### config.mk
export PLATFORM = sky130hd
export DESIGN_NAME = frame_capture_ctrl
export DESIGN_NICKNAME = d
export VERILOG_FILES = /design/src/rtl/fcc_pkg.sv /design/src/rtl/fcc_sync_edge.sv /design/src/rtl/fcc_line_count.sv /design/src/rtl/fcc_capture_ctl.sv /design/src/rtl/frame_capture_ctrl.sv
export SDC_FILE = /design/constraint.sdc
export NUM_CORES = 1
export LEC_CHECK = 0
export BUFFER_PORTS_ARGS = -buffer_cell sky130_fd_sc_hd__buf_2
export CAP_MARGIN = 20
export CORE_MARGIN = 4
export CORE_UTILIZATION = 40
export DETAILED_ROUTE_END_ITERATION = 10
export SLEW_MARGIN = 5
export SYNTH_ARGS = -nofsm -noshare
export SYNTH_HDL_FRONTEND = slang
export SYNTH_HIERARCHICAL = 1
export SYNTH_SLANG_ARGS = --single-unit
### constraint.sdc
create_clock -name clk -period 1.5 [get_ports clk]
set_input_delay 0.3 -clock clk [delete_from_list [all_inputs] [get_ports clk]]
set_output_delay 0.3 -clock clk [all_outputs]
set_load 0.01 [all_outputs]
### src/rtl/fcc_pkg.sv
package fcc_pkg;
  typedef struct packed {
    logic req;
    logic busy;
    logic done;
    logic wen;
  } fcc_flags_t;

  localparam fcc_flags_t FCC_FLAGS_RST = '{req: 1'b0, busy: 1'b0, done: 1'b0, wen: 1'b0};
endpackage

### src/rtl/fcc_sync_edge.sv
module fcc_sync_edge #(
  parameter int STAGES = 2
) (
  input  logic clk,
  input  logic rst_n,
  input  logic async_i,
  output logic rise_o
);
  localparam int LAST = STAGES - 1;

  logic [LAST:0] stg_q, stg_d;
  logic          prev_q;

  generate
    if (STAGES == 1) begin : g_single
      always_comb stg_d = async_i;
    end else begin : g_chain
      always_comb stg_d = {stg_q[LAST-1:0], async_i};
    end
  endgenerate

  always_ff @(posedge clk or negedge rst_n) begin
    if (!rst_n) begin
      stg_q  <= '0;
      prev_q <= 1'b0;
    end else begin
      stg_q  <= stg_d;
      prev_q <= stg_q[LAST];
    end
  end

  assign rise_o = stg_q[LAST] & ~prev_q;
endmodule

### src/rtl/fcc_line_count.sv
module fcc_line_count #(
  parameter int LINE_W = 10
) (
  input  logic              clk,
  input  logic              rst_n,
  input  logic              line_rise_i,
  input  logic              frame_rise_i,
  output logic [LINE_W-1:0] last_o
);
  localparam logic [LINE_W-1:0] CNT_MAX = {LINE_W{1'b1}};

  logic [LINE_W-1:0] cnt_q, cnt_d, last_q;
  logic              cnt_en, sat;

  always_comb begin
    sat    = (cnt_q == CNT_MAX);
    cnt_en = frame_rise_i | (line_rise_i & ~sat);
    cnt_d  = frame_rise_i ? '0 : cnt_q + 1'b1;
  end

  always_ff @(posedge clk or negedge rst_n) begin
    if (!rst_n) begin
      cnt_q  <= '0;
      last_q <= '0;
    end else begin
      if (cnt_en)       cnt_q  <= cnt_d;
      if (frame_rise_i) last_q <= cnt_q;
    end
  end

  assign last_o = last_q;

  assert_clear_on_frame_R9: assert property (@(posedge clk) disable iff (!rst_n)
    frame_rise_i |=> (cnt_q == '0 && last_o == $past(cnt_q)));

  assert_no_overflow_R10: assert property (@(posedge clk) disable iff (!rst_n)
    (cnt_q == CNT_MAX && !frame_rise_i) |=> (cnt_q == CNT_MAX));
endmodule

### src/rtl/fcc_capture_ctl.sv
module fcc_capture_ctl
  import fcc_pkg::*;
(
  input  logic clk,
  input  logic rst_n,
  input  logic req_i,
  input  logic poll_i,
  input  logic frame_rise_i,
  output logic wen_o,
  output logic busy_o,
  output logic done_o,
  output logic poll_valid_o,
  output logic poll_data_o
);
  fcc_flags_t fl_q, fl_d;
  logic       pv_q, pv_d, pd_q, pd_d;

  always_comb begin
    fl_d = fl_q;
    pv_d = poll_i;
    pd_d = 1'b0;
    if (frame_rise_i) begin
      if (fl_q.req) begin
        fl_d.wen  = 1'b1;
        fl_d.done = 1'b0;
        fl_d.req  = 1'b0;
      end else begin
        fl_d.wen = 1'b0;
        if (fl_q.busy) begin
          fl_d.busy = 1'b0;
          fl_d.done = 1'b1;
        end
      end
    end
    if (req_i && !fl_q.busy) begin
      fl_d.req  = 1'b1;
      fl_d.busy = 1'b1;
    end
    if (poll_i) begin
      pd_d = fl_q.busy ? 1'b0 : fl_q.done;
      if (!fl_q.busy) fl_d.done = 1'b0;
    end
  end

  always_ff @(posedge clk or negedge rst_n) begin
    if (!rst_n) begin
      fl_q <= FCC_FLAGS_RST;
      pv_q <= 1'b0;
      pd_q <= 1'b0;
    end else begin
      fl_q <= fl_d;
      pv_q <= pv_d;
      pd_q <= pd_d;
    end
  end

  assign wen_o        = fl_q.wen;
  assign busy_o       = fl_q.busy;
  assign done_o       = fl_q.done;
  assign poll_valid_o = pv_q;
  assign poll_data_o  = pd_q;

  assert_wen_needs_busy_R4: assert property (@(posedge clk) disable iff (!rst_n)
    wen_o |-> busy_o);

  assert_wen_opens_on_frame_R3: assert property (@(posedge clk) disable iff (!rst_n)
    $rose(wen_o) |-> ($past(frame_rise_i) && !done_o));

  assert_busy_end_sets_done_R4: assert property (@(posedge clk) disable iff (!rst_n)
    $fell(busy_o) |-> (done_o && !wen_o));

  assert_poll_masked_R5: assert property (@(posedge clk) disable iff (!rst_n)
    (poll_i && busy_o) |=> (poll_valid_o && !poll_data_o));

  assert_poll_one_cycle_R6: assert property (@(posedge clk) disable iff (!rst_n)
    !poll_i |=> !poll_valid_o);
endmodule

### src/rtl/frame_capture_ctrl.sv
module frame_capture_ctrl #(
  parameter int LINE_W      = 10,
  parameter int SYNC_STAGES = 2
) (
  input  logic              clk,
  input  logic              rst_n,
  input  logic              cap_req_i,
  input  logic              poll_i,
  input  logic              vsync_i,
  input  logic              href_i,
  output logic              fifo_wen_o,
  output logic              busy_o,
  output logic              done_o,
  output logic              poll_valid_o,
  output logic              poll_done_o,
  output logic [LINE_W-1:0] last_lines_o
);
  localparam int N_CAM = 2;
  localparam int IDX_FRAME = 0;
  localparam int IDX_LINE  = 1;

  logic [N_CAM-1:0] cam_raw, cam_rise;

  assign cam_raw = {href_i, vsync_i};

  generate
    for (genvar i = 0; i < N_CAM; i++) begin : g_sync
      fcc_sync_edge #(.STAGES(SYNC_STAGES)) u_sync (
        .clk    (clk),
        .rst_n  (rst_n),
        .async_i(cam_raw[i]),
        .rise_o (cam_rise[i])
      );
    end
  endgenerate

  fcc_capture_ctl u_ctl (
    .clk         (clk),
    .rst_n       (rst_n),
    .req_i       (cap_req_i),
    .poll_i      (poll_i),
    .frame_rise_i(cam_rise[IDX_FRAME]),
    .wen_o       (fifo_wen_o),
    .busy_o      (busy_o),
    .done_o      (done_o),
    .poll_valid_o(poll_valid_o),
    .poll_data_o (poll_done_o)
  );

  fcc_line_count #(.LINE_W(LINE_W)) u_lines (
    .clk         (clk),
    .rst_n       (rst_n),
    .line_rise_i (cam_rise[IDX_LINE]),
    .frame_rise_i(cam_rise[IDX_FRAME]),
    .last_o      (last_lines_o)
  );
endmodule

Word-level counts from Yosys, hierarchy flattened --
Cells that the tools add are included.
Storage, ports and cells: flip-flop bits (word level) 32, output and inout port bits 15, logic and storage cells 36
Cells by class: add/subtract/negate cells 1, equality and inequality tests 2, mux-type cells 10, bitwise gates (word level) 7, reduce and logical (&&, ||, !) cells 4
Operators with widths (number):
- 10-bit by 1-bit adder with 10-bit output (second input constant) | 1
- 10-bit equality test (second input constant) | 1
- 10-bit two-way mux | 1
- 1-bit two-way mux | 6
- 2-bit two-way mux | 2
- 4-bit two-way mux | 1
- 1-bit bitwise AND | 3
- 1-bit NOT | 3
- 2-bit inequality test (second input constant) | 1
- 2-bit AND reduction | 1
- 2-bit nonzero test | 1
- 1-bit logical AND | 1
- 1-bit logical NOT | 1
- 1-bit OR | 1

Longest topological paths before layout --
Gate-level depths: netlist (run 1).
depth in word-level cells 5, mapped depth 5, gate-level depth less buffers 5

Modules after synthesis --
The synthesis (run 1) kept the hierarchy.
Modules (own cells, without submodules):
- fcc_line_count | instances 1, cells an instance 76, area an instance 964.7 µm²
- fcc_capture_ctl | instances 1, cells an instance 18, area an instance 211.5 µm²
- fcc_sync_edge | instances 2, cells an instance 4, area an instance 88.8 µm²

Least setup slack after synthesis (run 1) --
Ideal clock, no wire load.
kind reg2reg, from register g_sync[1].u_sync.prev_q, to register u_lines.cnt_q[5], arrival time 1.289 ns, path slack 0.086 ns, stages on the path, launching flop included 6, period minus slack after synthesis 1.414 ns, cell sequence dfrtp_1 -> nor2b_4 -> and4_1 -> o31ai_4 -> nor2_2 -> mux2_4
Between the ends: word-level cells in the longest chain between the ends 4
RTL lines:
- from (decl) | line fcc_sync_edge.sv:12 | logic prev_q;
- from (signal assigned) | line fcc_sync_edge.sv:28 | prev_q <= stg_q[LAST];
- 1-bit NOT | line fcc_sync_edge.sv:32 | assign rise_o = stg_q[LAST] & ~prev_q;
- 1-bit bitwise AND | line fcc_sync_edge.sv:32
- via cam_rise[1] | line frame_capture_ctrl.sv:22 | logic [N_CAM-1:0] cam_raw, cam_rise;
- 1-bit bitwise AND | line fcc_line_count.sv:17 | cnt_en = frame_rise_i | (line_rise_i & ~sat);
- 1-bit OR | line fcc_line_count.sv:17
- to (signal assigned) | line fcc_line_count.sv:26 | if (cnt_en) cnt_q <= cnt_d;
- to (decl) | line fcc_line_count.sv:12 | logic [LINE_W-1:0] cnt_q, cnt_d, last_q;
The timed path passes the listed nets, and every way through them passes these cells. A chain may end at the register's enable or synchronous reset.

Worst setup path in the final report (run 1) --
from register g_sync[1].u_sync.stg_q[1], to register u_lines.cnt_q[5]
Between the ends: word-level cells in the longest chain between the ends 3
RTL lines:
- from (decl) | line fcc_sync_edge.sv:11 | logic [LAST:0] stg_q, stg_d;
- from (signal assigned) | line fcc_sync_edge.sv:27 | stg_q <= stg_d;
- 1-bit bitwise AND | line fcc_sync_edge.sv:32
- via cam_rise[1] | line frame_capture_ctrl.sv:22
- 1-bit bitwise AND | line fcc_line_count.sv:17
- 1-bit OR | line fcc_line_count.sv:17
The timed path passes the listed nets, and every way through them passes these cells.

==> results of run 1 <==
registers in the layout, summed over array words and instances, names as in the netlist:
name and flops:
u_lines/cnt_q 10, u_lines/last_o 10, g_sync.u_sync/stg_q 4, g_sync.u_sync/prev_q 2, u_ctl/busy_o 1, u_ctl/done_o 1
u_ctl/fl_q 1, u_ctl/poll_data_o 1, u_ctl/poll_valid_o 1, u_ctl/wen_o 1
power by group through the flow:
stage	clock, W	sequential [W]	combinational (W)
floorplan	0	0.00102	0.000104
global placement	0	0.00100	0.000221
detailed placement	0	0.00101	0.000225
CTS	0.000521	0.000988	0.000248
global route	0.000559	0.000999	0.000287
finish	0.000491	0.000986	0.000257
worst reg2reg max path, cell delays in order, from the launching register on:
cell and delay [ps]:
dfrtp_1 380, nor2b_4 160, and4_2 300, o31ai_4 100, nor2_2 110, mux2_4 310
stage by stage:
| step | std cells | util [%] | hold WS (ps) | power [W] | area [µm²] |
|---|---|---|---|---|---|
| final | 181 | 52.2 | 83.8 | 0.00173 | 1650 |
| after global routing | 181 | 52.2 | 63.4 | 0.00185 | 1650 |
| after CTS | 180 | 51.8 | 65.5 | 0.00176 | 1630 |
| after detailed placement | 169 | 49.2 | 336 | 0.00123 | 1550 |
| after global placement | 169 | 49.2 | 333 | 0.00122 | 1550 |
| after floorplan | 102 | - | 4.41 | 0.00113 | 1350 |
final cells by class:
class,instances,share of cell area (%)
well taps,44,3.34
inverters,5,1.14
multi-input cells,63,32.1
clock buffers,8,3.57
repair buffers,29,11.1
flip-flops and latches,32,48.7
layer usage:
layer / routed length [µm] / vias up / track usage (%)
li1: - / 421 / -
met1: 1080 / 428 / 15.8
met2: 1040 / 19 / 17.1
met3: 106 / 2 / 4.08
met4: 4 / 0 / 4.57
met5: 0 / - / 0
repair_timing:
item,CTS,global route
endpoints found under the setup margin,1,4
endpoints found under the hold margin,32,0
hold buffers,1,0
gates resized for setup,0,3
pin swaps,0,2
buffers inserted,2,1
worst max-delay path by stage:
stage | start | to | slack (ps) | cells after the start
floorplan | g_sync[1].u_sync/prev_q | u_lines/cnt_q[5] | 90 | 5
global placement | u_lines/cnt_q[0] | u_lines/cnt_q[5] | 60 | 5
detailed placement | u_lines/cnt_q[0] | u_lines/cnt_q[5] | 5 | 5
CTS | g_sync[1].u_sync/stg_q[1] | u_lines/cnt_q[5] | 10 | 5
global route | g_sync[1].u_sync/stg_q[1] | u_lines/cnt_q[5] | 1 | 5
finish | g_sync[1].u_sync/stg_q[1] | u_lines/cnt_q[5] | 50 | 5
cell usage in the layout (no fill, tap or decap), types with 2 or more instances in the layout:
cell,instances
xor2_1,4
nand2_1,5
nor2b_4,2
o21ai_0,2
o31ai_4,2
inv_1,5
mux2i_1,2
clkbuf_1,2
nor2_1,11
a21oi_1,2
nor2b_1,3
buf_2,20
mux2_2,10
dfrtp_1,31
o2111ai_1,3
buf_4,7
clkbuf_4,5
cells by family (layout without fill, tap and decap cells):
kind of cell | count (synthesis) | count (layout)
AOI/OAI and AO/OA | 12 | 12
xor gates and xnor gates | 5 | 5
adders and majority gates | 1 | 1
buffers and inverters | 7 | 42
DFF | 32 | 32
muxes | 14 | 14
and+or+nand+nor | 31 | 31
==> metrics.md, run 1 <==
| Metric | Value |
|---|---|
| # H-tree levels | 2 |
| Initial core utilization | 42.9% |
| Reg-to-reg endpoint | u_lines/cnt_q[5] |
| Leak | 0.818 nW |
| Post-synth EDFFs | 0 |
| Cell taking the most area after synthesis | dfrtp_1 |
| Setup_tns | 0 ps |
| Sequential share of the synthesized area | 59.1% |
| CP bufs+invs | 0 |
| TritonCTS Sinks | 32 |
| RSZ-0062 raised after global routing | no |
| Slew Viols, Final | 0 |
| Reg power frac | 56.9% |
| Via density | 4.81 |
| Peak VDD IR | 591 µV |
| Worst Path Class, Setup | flip-flop to flip-flop |
| Worst Path Max Fanout | 3 |
| Crit path capture type | flip-flop |
| DP HPWL | 1.52 mm |
| Worst r2r src | g_sync[1].u_sync/stg_q[1] |
| Die area | 4380 µm² |
| Min-Delay Path Class | input pin to flip-flop |
| Via count | 870 |
| # nets final | between 100 and 150 |
| Drt initial violations | 34 |
| FF-to-FF setup slack | ~48 ps |
| Worst Path Required | 1710 ps |
| Post-synthesis mux area share | 11.7% |
| CORE AREA | 3150 µm² |
| MaxCap Viol Count | 0 |
| Register Area | 802 µm² |
| N_diodes | 0 |
| Final cycle utilization of the critical path | about 97% |
| Die height | 66.2 µm |
| Mapped Avg Cell Area | around 13 µm² |
| CTS tree | done |
| Main combinational cell family by area after synthesis | simple AND/OR/NAND/NOR gates |
| CP Launch Type | flip-flop |
| Hold_sp | vsync_i |
| Min Tclk post-route | 1450 ps |
| Vias in the first global route | 878 |
| Largest delay contributor family on the critical path | simple AND/OR/NAND/NOR gates |
| P&R area growth vs syn | 21.6% |
| Switching power | around 0.00043 W |
| Worst path cell trace | nor2b_4 -> and4_2 -> o31ai_4 -> nor2_2 -> mux2_4 |
| Sw frac | around a quarter |
| Xor and xnor area share after synthesis | 3.23% |
| Drt first pass iters | 6 |
| Top-level I/O count | 21 |
| Pin count of the biggest net entering global routing | 33 |
| CP max-delay cell | dfrtp_1 |
| Multi-input logic area | approximately 530 µm² |
| Worst-path clk slew | approximately 90 ps |
| Max Clk Rate | 689 MHz |
| Top FF cell, synth | dfrtp_1 |
| TritonCTS buffer count | 5 |
| Syn_nets | 109 |
| Rel. slew slack | 73.7% |
| First-pass GRT wire length | around 3.9 mm |
| Worst r2r path cells | 5 |
| Pint | ~0.0013 W |
| Clock buffer depth | 2 |
| FILL cells | 291 |
| Ys async rst share | 100% |
| Hold Path End | g_sync[0].u_sync/stg_q[0] |
| DR DRC count | 0 |
| Hold Path Stages | 1 |
| FP Rows | 20 |
| PnR worst setup slack | 47.6 ps |
| Cell Area, Synth | approximately 1400 µm² |
| Layout cells sized above 1 | 41.6% |
| Synth Register Bits | 32 |
| Peak per-stage delay on the critical path | around 380 ps |
| Routed WL per cell | 12.3 µm |
| Crit path DAT | ~1700 ps |
| Routed WL | 2.23 mm |
| Ranking of synthesized cells by area | dfrtp_1 59%, mux2_2 8.3%, o31ai_4 3.1%, nor2_1 3.0%, xor2_1 2.6% |
| Yosys Warn Count | 6 |
| Mapped Cells | 102 |
| Number of port buffers | 20 |
| Tightest Pin Transition | 394 ps |
| Initial antenna violation count | 0 |
| DRT antenna net count | 0 |
| Status | finished, final reports clean |
| Synth cell types | 32 |
| Setup Skew | a little over 7 ps |
| Pwr/cell area | 1050 nW/µm² |
| Synth top area share | 59.1% |
| Pre-CTS setup slack | 4.58 ps |
| Logic pwr share | between 10 and 15% |
| Count of final setup violators | 0 |
| Commonest cells in the netlist | 32 x dfrtp_1, 11 x nor2_1, 10 x mux2_2 |
| Clock Power Share | between 20% and 30% |
| Final hold vios | 0 |
| Post-synthesis adder-cell area fraction | 0.924% |
| Routability Congestion | 0.795 |
| Root Driver | clkbuf_4 |
| All-Layer GR Usage | a little under an eighth |
| DIE WIDTH | between 60 and 70 µm |
| Clk Latency, worst-skew pair | 320 ps |
| Gr ovfl total | 0 |
| Compound-cell area share of the yosys netlist | 8.32% |
| Simple-gate portion of the synthesized area | approximately 15% |
| Most common cell in the netlist | dfrtp_1 |
Power figures use the tool's default switching activity.
==> inputs of run 2 (changes only) <==
--- a/config.mk
+++ b/config.mk
@@ -10,6 +10,7 @@
 export CORE_MARGIN = 4
 export CORE_UTILIZATION = 40
 export DETAILED_ROUTE_END_ITERATION = 10
+export SETUP_SLACK_MARGIN = 0.05
 export SLEW_MARGIN = 5
 export SYNTH_ARGS = -nofsm -noshare
 export SYNTH_HDL_FRONTEND = slang
==> metrics.md, run 2 (synthesis gave the netlist of run 1 again) <==
| Metric | Value |
|---|---|
| Status | finished, final reports clean |
| FP Rows | 20 (unchanged) |
| Cell Area, Placed | 1550 µm² (unchanged) |
| Sw frac | 25.4% (+0.37 points) |
| Most common cell after layout, fill and taps aside | dfrtp_1 |
| Worst r2r path cells | 5 (unchanged) |
| FF-to-FF setup slack | 100 ps (+50 ps) |
| Tightest Pin Transition | 393 ps (-1.11 ps) |
| Drt first pass iters | 3 (-3) |
| Multi-input logic area | 546 µm² (+3.1%) |
| # nets final | 144 (+0.70%) |
| Final hold vios | 0 (unchanged) |
| Max Clk Rate | 714 MHz (+3.7%) |
| Layout cells sized above 1 | 44.2% (+2.6 points) |
| Routability Congestion | 0.795 (unchanged) |
| Final cycle utilization of the critical path | 93.4% (-3.4 points) |
| # H-tree levels | 2 (unchanged) |
| Register Area | 805 µm² (+0.31%) |
| Reg-to-reg endpoint | u_lines/cnt_q[5] |
| Initial core utilization | 42.9% (unchanged) |
| Routed WL per cell | 12.8 µm (+4.0%) |
| Via count | 866 (-0.46%) |
| Die height | 66.2 µm (unchanged) |
| DP HPWL | 1.52 mm (unchanged) |
| Critical Path End | u_lines/cnt_q[5] |
| FILL cells | 297 (+2.1%) |
| MaxCap Viol Count | 0 (unchanged) |
| Root Driver | clkbuf_4 |
| Routed WL | 2.33 mm (+4.6%) |
| RSZ-0062 raised after global routing | yes |
| Switching power | 0.000445 W (+2.5%) |
| Drt initial violations | 36 (+5.9%) |
| Pwr Total | 0.00175 W (+1.0%) |
| TritonCTS buffer count | 5 (unchanged) |
| Clk Latency, worst-skew pair | 320 ps (about the same) |
| Clock Power Share | 28.0% (-0.3 points) |
| Min-Delay Path Class | input pin to flip-flop |
| TritonCTS Sinks | 32 (unchanged) |
| Pwr/cell area | 1050 nW/µm² (-0.57%) |
| DIE WIDTH | 66.2 µm (unchanged) |
| Post-route cell area | 1670 µm² (+1.6%) |
| Reg power frac | 56.7% (-0.2 points) |
| CORE AREA | 3150 µm² (unchanged) |
| Logic pwr share | 15.3% (+0.5 points) |
| First-pass GRT wire length | 3.91 mm (unchanged) |
| Worst Path Max Fanout | 3 (unchanged) |
| Gr ovfl total | 0 (unchanged) |
| DRT antenna net count | 0 (unchanged) |
| Leak | 0.821 nW (+0.37%) |
| Clock buffer depth | 2 (unchanged) |
| CP startpoint | g_sync[1].u_sync/stg_q[1] |
| Initial antenna violation count | 0 (unchanged) |
| Number of port buffers | 20 (unchanged) |
| Die area | 4380 µm² (unchanged) |
| Setup Skew | 7.80 ps (+0.763 ps) |
| Worst-path clk slew | 90 ps (about the same) |
| CP Launch Type | flip-flop |
| Min Tclk post-route | 1400 ps (-51.4 ps) |
| All-Layer GR Usage | 11.7% (unchanged) |
| Most frequent cells in the layout | 29 x dfrtp_1, 20 x buf_2, 11 x nor2_1 |
| Worst Path Required | 1710 ps (about the same) |
| Crit path capture type | flip-flop |
| Worst Path Class, Setup | flip-flop to flip-flop |
| DR DRC count | 0 (unchanged) |
| Vias in the first global route | 878 (unchanged) |
| Top-level I/O count | 21 (unchanged) |
| CTS tree | done |
| N_diodes | 0 (unchanged) |
| Count of final setup violators | 0 (unchanged) |
| Pint | 0.00131 W (+0.51%) |
| Crit path DAT | 1610 ps (-50 ps) |
| Peak VDD IR | 584 µV (-1.2%) |
| Pin count of the biggest net entering global routing | 33 (unchanged) |
| P&R area growth vs syn | 23.6% |
| Setup_tns | 0 ps (unchanged) |
| Worst r2r src | g_sync[1].u_sync/stg_q[1] |
| Rel. slew slack | 73.8% (+0.074 points) |
| Slew Viols, Final | 0 (unchanged) |
| Via density | 4.76 (-1.0%) |
run 2: cell count changes in the layout (fill, tap and decap cells not counted):
cell / previous run / this run
dfrtp_2: 1 / 3
and4_2: 1 / 0
ha_2: 1 / 0
ha_4: 0 / 1
dfrtp_1: 31 / 29
and4_4: 0 / 1
nand3_1: 1 / 0
nand3_2: 0 / 1
buf_4: 7 / 8
run 2: area by class of cell:
type | instances | area share, %
timing repair buffer | 30 | 11.4
sequential | 32 | 48.1
multi-input combinational | 63 | 32.6
inverter | 5 | 1.12
tap | 44 | 3.29
clock buffer | 8 | 3.52
run 2: critical path, stage by stage, from the launching register on:
cell	delay, ps
dfrtp_1	380
nor2b_4	160
and4_4	270
o31ai_4	80
nor2_2	100
mux2_4	310
run 2: through the flow:
stage | setup WS (ps) | std cells | util [%] | hold slack [ps]
after floorplan | 86.3 | 102 | - | 4.41
after global placement | 62.4 | 169 | 49.2 | 333
after detailed placement | 4.58 | 169 | 49.2 | 336
after CTS | 47.7 | 180 | 51.9 | 65.5
after global routing | 31.4 | 182 | 53.1 | 63.4
final | 99.0 | 182 | 53.1 | 85.1
run 2: how the worst min path moves through the flow:
stage | endpoint | slack (ps) | cells past startpoint | startpoint
2_1_floorplan | g_sync[0].u_sync/prev_q | 4 | 0 | rst_n
3_3_place_gp | g_sync[0].u_sync/stg_q[1] | 330 | 0 | g_sync[0].u_sync/stg_q[0]
3_5_place_dp | u_ctl/poll_data_o | 340 | 2 | rst_n
4_1_cts | g_sync[0].u_sync/stg_q[0] | 70 | 1 | vsync_i
5_1_grt | g_sync[0].u_sync/stg_q[0] | 60 | 1 | vsync_i
6_report | g_sync[0].u_sync/stg_q[0] | 90 | 1 | vsync_i
run 2: per-layer routing:
| layer | up-vias | share of wire [%] | global-route usage, % |
|---|---|---|---|
| li1 | 423 | - | - |
| met1 | 427 | 49 | 15.8 |
| met2 | 16 | 47 | 17.1 |
| met3 | 0 | 3.8 | 4.08 |
| met4 | 0 | 0 | 4.57 |
| met5 | - | 0 | 0 |
run 2: power by group through the flow:
stage                     combinational [W]  sequential, W  clock (W)
final                              0.000268       0.000994   0.000490
after global routing               0.000298        0.00101   0.000559
after CTS                          0.000249       0.000989   0.000521
after detailed placement           0.000225        0.00101          0
after global placement             0.000221        0.00100          0
after floorplan                    0.000104        0.00102          0
run 2: timing repair:
item                       in CTS  in global routing
gates resized for setup         2                  6
hold endpoints to repair       32                  0
pin swaps                       3                  3
hold buffers                    1                  0
setup endpoints to repair       4                  5
buffers inserted                2                  2
==> inputs of run 3 (changes only) <==
--- a/config.mk
+++ b/config.mk
@@ -5,6 +5,7 @@
 export SDC_FILE = /design/constraint.sdc
 export NUM_CORES = 1
 export LEC_CHECK = 0
+export ABC_AREA = 1
 export BUFFER_PORTS_ARGS = -buffer_cell sky130_fd_sc_hd__buf_2
 export CAP_MARGIN = 20
 export CORE_MARGIN = 4
@@ -16,3 +17,4 @@
 export SYNTH_HDL_FRONTEND = slang
 export SYNTH_HIERARCHICAL = 1
 export SYNTH_SLANG_ARGS = --single-unit
+export TNS_END_PERCENT = 30
==> metrics.md, run 3 <==
| Metric | Value |
|---|---|
| Cell taking the most area after synthesis | dfrtp_1 |
| DIE WIDTH | 67.7 µm (+2.2%) |
| Peak VDD IR | 676 µV (+16%) |
| Via density | 4.63 (-2.6%) |
| Pwr Total | 0.00198 W (+13%) |
| Min-Delay Path Class | input pin to flip-flop |
| Crit path DAT | 1600 ps (about the same) |
| Slew Viols, Final | 0 (unchanged) |
| All-Layer GR Usage | 13.6% (+1.9 points) |
| Hold_sp | vsync_i |
| Leak | 0.915 nW (+11%) |
| DP HPWL | 1.99 mm (+31%) |
| Clk Latency, worst-skew pair | 330 ps (about the same) |
| Clock buffer depth | 2 (unchanged) |
| Min Tclk post-route | 1380 ps (-21.7 ps) |
| FF-to-FF setup slack | 120 ps (+20 ps) |
| Drt first pass iters | 4 (+1) |
| Die height | 67.7 µm (+2.2%) |
| RSZ-0062 raised after global routing | no |
| Ranking of synthesized cells by area | dfrtp_1 56%, nand2_1 15%, nand3_1 5.3%, inv_1 4.2%, o21ai_0 3.2% |
| Setup Skew | 7.04 ps (-0.761 ps) |
| Synth Register Bits | 32 (unchanged) |
| Worst Path Class, Setup | flip-flop to flip-flop |
| DRT antenna net count | 0 (unchanged) |
| Count of final setup violators | 0 (unchanged) |
| First-pass GRT wire length | 4.57 mm (+17%) |
| Initial antenna violation count | 0 (unchanged) |
| Hold Path End | g_sync[0].u_sync/stg_q[0] |
| Crit path capture type | flip-flop |
| Drt initial violations | 31 (-14%) |
| CP Launch Type | flip-flop |
| Synth cell types | 23 (-28%) |
| Worst r2r path cells | 8 (+3) |
| Root Driver | clkbuf_4 |
| Ys async rst share | 100% (unchanged) |
| Die area | 4580 µm² (+4.5%) |
| Layout cells sized above 1 | 25.6% (-19 points) |
| TritonCTS Sinks | 32 (unchanged) |
| N_diodes | 0 (unchanged) |
| Post-synth EDFFs | 0 (unchanged) |
| Most common cell after layout, fill and taps aside | nand2_1 |
| MaxCap Viol Count | 0 (unchanged) |
| Fin cells | 245 (+35%) |
| Setup_tns | 0 ps (unchanged) |
| Syn_nets | 172 (+58%) |
| DR DRC count | 0 (unchanged) |
| FP Rows | 21 (+5.0%) |
| Reg-to-reg endpoint | u_lines/cnt_q[6] |
| Routed WL | 2.79 mm (+20%) |
| Worst Path Required | 1720 ps (about the same) |
| Gr ovfl total | 0 (unchanged) |
| Pin count of the biggest net entering global routing | 33 (unchanged) |
| Mapped Avg Cell Area | 8.63 µm² (-35%) |
| Synth top area share | 56.2% (-2.9 points) |
| Worst-path clk slew | 100 ps (about the same) |
| Worst Path Max Fanout | 6 (+3) |
| CTS tree | done |
| Yosys Warn Count | 6 (unchanged) |
| Top-level I/O count | 21 (unchanged) |
| Pwr/cell area | 1150 nW/µm² (+9.5%) |
| # H-tree levels | 2 (unchanged) |
| P&R area growth vs syn | 21.3% |
| TritonCTS buffer count | 5 (unchanged) |
| Vias in the first global route | 1046 (+19%) |
| Mapped Cells | 165 (+62%) |
| Max Clk Rate | 725 MHz (+1.6%) |
| Status | finished, final reports clean |
| # nets final | 205 (+42%) |
| Hold Path Stages | 1 (unchanged) |
| Final cycle utilization of the critical path | 91.9% (-1.4 points) |
| Most common cell in the netlist | nand2_1 |
| Cell Area, Synth | 1420 µm² (+5.2%) |
| Routed WL per cell | 11.4 µm (-11%) |
| Worst r2r src | u_lines/cnt_q[1] |
| Tightest Pin Transition | 396 ps (+2.92 ps) |
| Rel. slew slack | 73.6% (-0.19 points) |
| Via count | 1135 (+31%) |
| Initial core utilization | 42.0% (-0.93 points) |
| Number of port buffers | 20 (unchanged) |
| Final hold vios | 0 (unchanged) |
| Sequential share of the synthesized area | 56.2% (-2.9 points) |
| Inst Count DP | 231 (+37%) |
| Routability Congestion | 0.794 (about the same) |
| Hold WS | 67.5 ps (-17.5 ps) |
| Commonest cells in the netlist | 58 x nand2_1, 32 x dfrtp_1, 16 x inv_1 |
| Most frequent cells in the layout | 58 x nand2_1, 32 x dfrtp_1, 20 x buf_2 |
| CORE AREA | 3390 µm² (+7.5%) |
| Top FF cell, synth | dfrtp_1 |
==> run 3: area by class of cell <==
type	instances	area [µm²]
Clock buffer	6	41.3
Clock inverter	2	35.0
Fill cell	327	1660
Inverter	18	67.6
Multi-Input combinational cell	111	547
Sequential cell	32	801
Tap cell	46	57.6
Timing Repair Buffer	30	178
==> run 3: what timing repair did <==
action                                  4_1_cts  5_1_grt
endpoints found under the hold margin        32        0
gates resized for setup                       1        2
endpoints found under the setup margin        5       10
hold buffers                                  1        0
cloned                                        0        1
pin swaps                                     0        2
setup buffers                                 0        4
==> run 3: kinds of logic (layout without fill, tap and decap cells) <==
kind of cell | after synthesis | after routing | share of synthesized area [%]
xor+xnor | 2 | 2 | 1.23
flops | 32 | 32 | 56.2
fa+ha+maj | 1 | 1 | 0.879
compound gates | 13 | 13 | 4.83
buf+inv | 23 | 56 | 7.03
simple gates | 94 | 95 | 29.8
==> run 3: where the power goes <==
group	internal, W	switching (W)	total [W]	leakage [nW]
logic	0.000134	0.000189	0.000323	0.456
clock network	0.000349	0.000279	0.000628	0.0422
registers	0.000960	0.0000693	0.00103	0.416
==> run 3: routing by layer <==
| metal | global-route usage (%) | share of wire (%) |
|---|---|---|
| met3 | 4.99 | 5.9 |
| met4 | 5.32 | 1.8 |
| met2 | 22.4 | 47 |
| met5 | 0 | 0 |
| met1 | 16.0 | 45 |
==> run 3: worst max-delay path, cell delays in order, from the launching register on <==
cell     delay, ps
dfrtp_1        390
ha_1           210
nand2_2         90
nor2_4         170
nand3_4        120
nand2_4        130
nand2_4         60
nand2_1         60
nand2_1         50
==> run 3: worst max-delay path by stage <==
stage,slack (ps),end,depth (start not counted),startpoint
detailed placement,40,u_lines/cnt_q[0],8,u_lines/cnt_q[0]
global placement,120,u_lines/cnt_q[0],8,u_lines/cnt_q[0]
finish,120,u_lines/cnt_q[6],8,u_lines/cnt_q[1]
global route,30,u_lines/cnt_q[6],8,u_lines/cnt_q[1]
CTS,50,u_lines/cnt_q[9],8,u_lines/cnt_q[0]
floorplan,220,u_lines/cnt_q[6],9,u_lines/cnt_q[0]
==> run 3: stage by stage <==
step	area [µm²]	setup slack, ps	utilization (%)
final	1730	121	50.9
after global routing	1730	33.3	50.9
after CTS	1680	46.4	49.5
after detailed placement	1590	39.9	46.8
after global placement	1590	122	46.8
after floorplan	1420	221	-
